`src/rtl/uart_irq_ident.sv`:
```
module uart_irq_ident #(
  parameter int MODEM_W = 4
) (
  input  logic               clk,
  input  logic               rst_n,
  input  logic               ls_err,
  input  logic               rx_ready,
  input  logic               rx_timeout,
  input  logic               thr_empty,
  input  logic [MODEM_W-1:0] modem_lines,
  input  logic [3:0]         ier,
  input  logic               iir_rd,
  input  logic               thr_wr,
  input  logic               msr_rd,
  output logic [3:0]         iir_id,
  output logic               irq
);
  localparam logic [2:0] CODE_LS = 3'b011;
  localparam logic [2:0] CODE_RX = 3'b010;
  localparam logic [2:0] CODE_TO = 3'b110;
  localparam logic [2:0] CODE_TX = 3'b001;
  localparam logic [2:0] CODE_MS = 3'b000;
  localparam logic [3:0] ID_IDLE = 4'b0001;

  logic               thr_empty_q;
  logic [MODEM_W-1:0] modem_q;
  logic               thre_flag;
  logic               msr_flag;
  logic [3:0]         id_q;
  logic [3:0]         id_next;
  logic               irq_q;

  wire thre_rise   = thr_empty & ~thr_empty_q;
  wire modem_chg   = |(modem_lines ^ modem_q);
  wire tx_read_clr = iir_rd & (id_q == {CODE_TX, 1'b0});
  wire any_pend    = ~id_next[0];

  always_comb begin
    if (ls_err && ier[2])         id_next = {CODE_LS, 1'b0};
    else if (rx_ready && ier[0])  id_next = {CODE_RX, 1'b0};
    else if (rx_timeout && ier[0]) id_next = {CODE_TO, 1'b0};
    else if (thre_flag && ier[1]) id_next = {CODE_TX, 1'b0};
    else if (msr_flag && ier[3])  id_next = {CODE_MS, 1'b0};
    else                          id_next = ID_IDLE;
  end

  always_ff @(posedge clk or negedge rst_n) begin
    if (!rst_n) begin
      thr_empty_q <= 1'b1;
      modem_q     <= '0;
      thre_flag   <= 1'b0;
      msr_flag    <= 1'b0;
      id_q        <= ID_IDLE;
      irq_q       <= 1'b0;
    end else begin
      thr_empty_q <= thr_empty;
      modem_q     <= modem_lines;
      if (thre_rise)                   thre_flag <= 1'b1;
      else if (thr_wr || tx_read_clr)  thre_flag <= 1'b0;
      if (modem_chg)                   msr_flag <= 1'b1;
      else if (msr_rd)                 msr_flag <= 1'b0;
      if (!iir_rd)                     id_q <= id_next;
      irq_q <= any_pend;
    end
  end

  assign iir_id = id_q;
  assign irq    = irq_q;
endmodule

```
`config.mk`:
```
export PLATFORM = sky130hd
export DESIGN_NAME = uart_irq_ident
export DESIGN_NICKNAME = d
export VERILOG_FILES = /design/src/rtl/uart_irq_ident.sv
export SDC_FILE = /design/constraint.sdc
export NUM_CORES = 1
export LEC_CHECK = 0
export ABC_AREA = 0
export CAP_MARGIN = 0
export CORE_MARGIN = 2
export CORE_UTILIZATION = 38
export DETAILED_ROUTE_END_ITERATION = 8
export GPL_TIMING_DRIVEN = 0
export PLACE_DENSITY = 0.85
export SLEW_MARGIN = 20
export SYNTH_ARGS = -nofsm -noshare
export SYNTH_HDL_FRONTEND = slang
export SYNTH_SLANG_ARGS = --single-unit
```
`constraint.sdc`:
```
create_clock -name clk -period 1.05 [get_ports clk]
set_input_delay 0.105 -clock clk [delete_from_list [all_inputs] [get_ports clk]]
set_output_delay 0.105 -clock clk [all_outputs]
set_load 0.02 [all_outputs]
```
==> results.toml <==
[outcome]
status = "complete, no violations"

[global_route]
grt_pass1_vias = 345
antenna_found_initial = 0
grt_usage_pct = 13.9
grt_max_degree = 13
grt_pass1_wl_mm = 1.39
overflow = 0

[clock_network]
clock-sinks = 12
cts-root-buf = "clkbuf_4"
cts.path.max_buffers = 2
cts_tree = "built"
cts-htree-levels = 1
clkSlewWorstSetupHoldPaths_ns = 0.07
cts-buffers-inserted = 3
worstSkewPairLatency_ns = 0.26

[die]
start_util_pct = 42.6
ios = 22
die_y_um = 40.0
core_area_mm2 = 0.00116
die_x_um = 40.0
fp-row-count = 12
dieArea_mm2 = 0.00160

[yosys]
synth-seq-cells = 12
syn_area_um2 = 493
synth_cells = 40
synth.area.mux_share_pct = 0
synth_top_area_cell = "dfrtp_1"
yosys.area_share.simple_pct = 13.5
synth_nets = 57
yosysWarnings = 0
synthXorXnorAreaFrac_pct = 7.11
ys_types = 17
ys_seq_area_share_pct = 61.4
avgSynthCellArea_um2 = 12.3
synth_compound_area_share_pct = 15.0
synth_area_leaders = "dfrtp_1 (51%), dfstp_2 (11%), xnor2_1 (5.3%)"
synth_top_area_share_pct = 50.8
synth_top_family_by_area = "compound AO/OA/AOI/OAI gates"
synth_adder_area_share_pct = 0

[drt]
detail-route-antenna-nets = 0
first_iter_violations = 3
viasPerCell = 4.70
vias = 381
drt_first_pass_iters = 4
wire_per_inst_um = 10.7
routed_wl_um = 868
drc_errors = 0

[critical_path]
crit_arrival_ns = 1.16
required_ns = 1.20
crit_fanout = 2
cp-end-kind = "flip-flop"
startpoint_type = "flip-flop"
worstRegToRegCells = 3
path_class = "flip-flop to flip-flop"

[power]
ir_drop_mv = 0.701
p_leak_nw = 0.342
p_per_area_mw_per_mm2 = 1280

[timing]
worstMarginPinSlew_ns = 0.509
fin_setup_tns_ns = 0
hold_viol_final = 0
finalCritPeriodShare_pct = 96.4
finalMaxSlewViolations = 0
setup_violations = 0
skew_ns = 0.00432
worst_slack_ns = 0.0380
min_period_ns = 1.01
slew_headroom_pct = 66.0
max_freq_ghz = 0.988
rsz0062_at_grt = "true"

[final_layout]
fillCellCount = 100
drive_above_1_share_pct = 23.9
final_nets = 86
area_growth_syn_to_layout_pct = 55.6
num_antenna_cells = 0

[place]
gp_congestion = 0.671
place.port_buffers = 21
detailed_place_hpwl_um = 703
pre_cts_slack_ns = -0.255

[worst_hold_path]
hp-class = "primary input to flip-flop"
min_path_cells = 2

[flow_run]
cap_viol_max_count = 0
critical path, stage by stage, from the launching register on:
cell,delay (ns)
dfrtp_1,0.38
and2b_1,0.21
nor4b_4,0.21
o32ai_2,0.10
synthesized netlist by cell type (all sizes together):
library cell,instances
and2b,1
a21o,1
inv,4
dfrtp,10
a21oi,4
xnor2,3
o31ai,1
o32ai,1
nand2,6
and3,1
nor4b,1
o21ai,1
dfstp,2
xor2,1
a31oi,1
a22o,1
nand4,1
state kept, by name, summed over array words and instances, names as in the netlist:
signal,flops
thr_empty_q,1
msr_flag,1
irq,1
thre_flag,1
iir_id,4
modem_q,4
report_power, final:
| group | internal (mW) | switching [mW] |
|---|---|---|
| clock | 0.132 | 0.129 |
| combinational | 0.121 | 0.0880 |
| sequential | 0.498 | 0.0151 |
cell usage in the layout (no fill, tap or decap), drive strengths merged:
cell type / n
a22o: 1
nand2: 6
o21ai: 1
a21o: 1
and3: 1
clkdlybuf4s15: 3
xor2: 1
clkdlybuf4s50: 15
dlymetal6s2s: 1
buf: 4
clkbuf: 4
a31oi: 1
nor4b: 1
o31ai: 1
xnor2: 3
nand4: 1
and2b: 1
inv: 4
dfstp: 2
dfrtp: 10
a21oi: 4
o32ai: 1
routing by layer:
layer / vias to the layer above / routed length, µm / GRT usage (%)
met3: 0 / 57 / 3.33
li1: 195 / - / -
met1: 172 / 324 / 15.6
met5: - / 0 / 0
met4: 0 / 0 / 7.76
met2: 14 / 486 / 23.8
logic make-up after synthesis:
logic type	after synthesis
buffers and inverters	4
XOR/XNOR	4
AO/OA/AOI/OAI	10
flip-flops	12
AND/OR/NAND/NOR	10
metrics by stage:
stage / hold slack, ns / total power, mW / std cells / util, % / instance area (µm²)
3_5_place_dp: 0.473 / 0.729 / 75 / 62.3 / 721
2_1_floorplan: -0.191 / 0.607 / 40 / - / 493
6_report: 0.171 / 0.983 / 81 / 66.3 / 767
5_1_grt: 0.197 / 1.05 / 81 / 66.3 / 767
4_1_cts: 0.186 / 0.998 / 79 / 65.2 / 753
3_3_place_gp: 0.465 / 0.723 / 75 / 62.3 / 721
cell type report:
cell class                      count  area (µm²)  share of cell area, %
Sequential cell                    12         303                   39.5
Timing Repair Buffer               24         234                   30.5
Multi-Input combinational cell     24         175                   22.8
Clock buffer                        3        22.5                   2.94
Tap cell                           14        17.5                   2.28
Inverter                            4        15.0                   1.96
timing repair:
action / in CTS / in global routing
setup buffers: 1 / 2
pin swaps: 0 / 0
setup endpoints to repair: 5 / 4
hold buffers: 0 / 0
hold endpoints to repair: 0 / 0
resized for setup: 15 / 3
final timing paths:
kind | startpoint | end | slack, ns
hold reg to reg | thr_empty_q | thre_flag | 0.48
min in group asynchronous | rst_n | thre_flag | 0.18
max in group asynchronous | rst_n | iir_id[0] | 0.51
hold / removal | iir_rd | iir_id[1] | 0.17
setup reg to reg | iir_id[2] | thre_flag | 0.04
setup / recovery | iir_id[2] | thre_flag | 0.04
No activity file was read; power rests on OpenSTA's default activity.
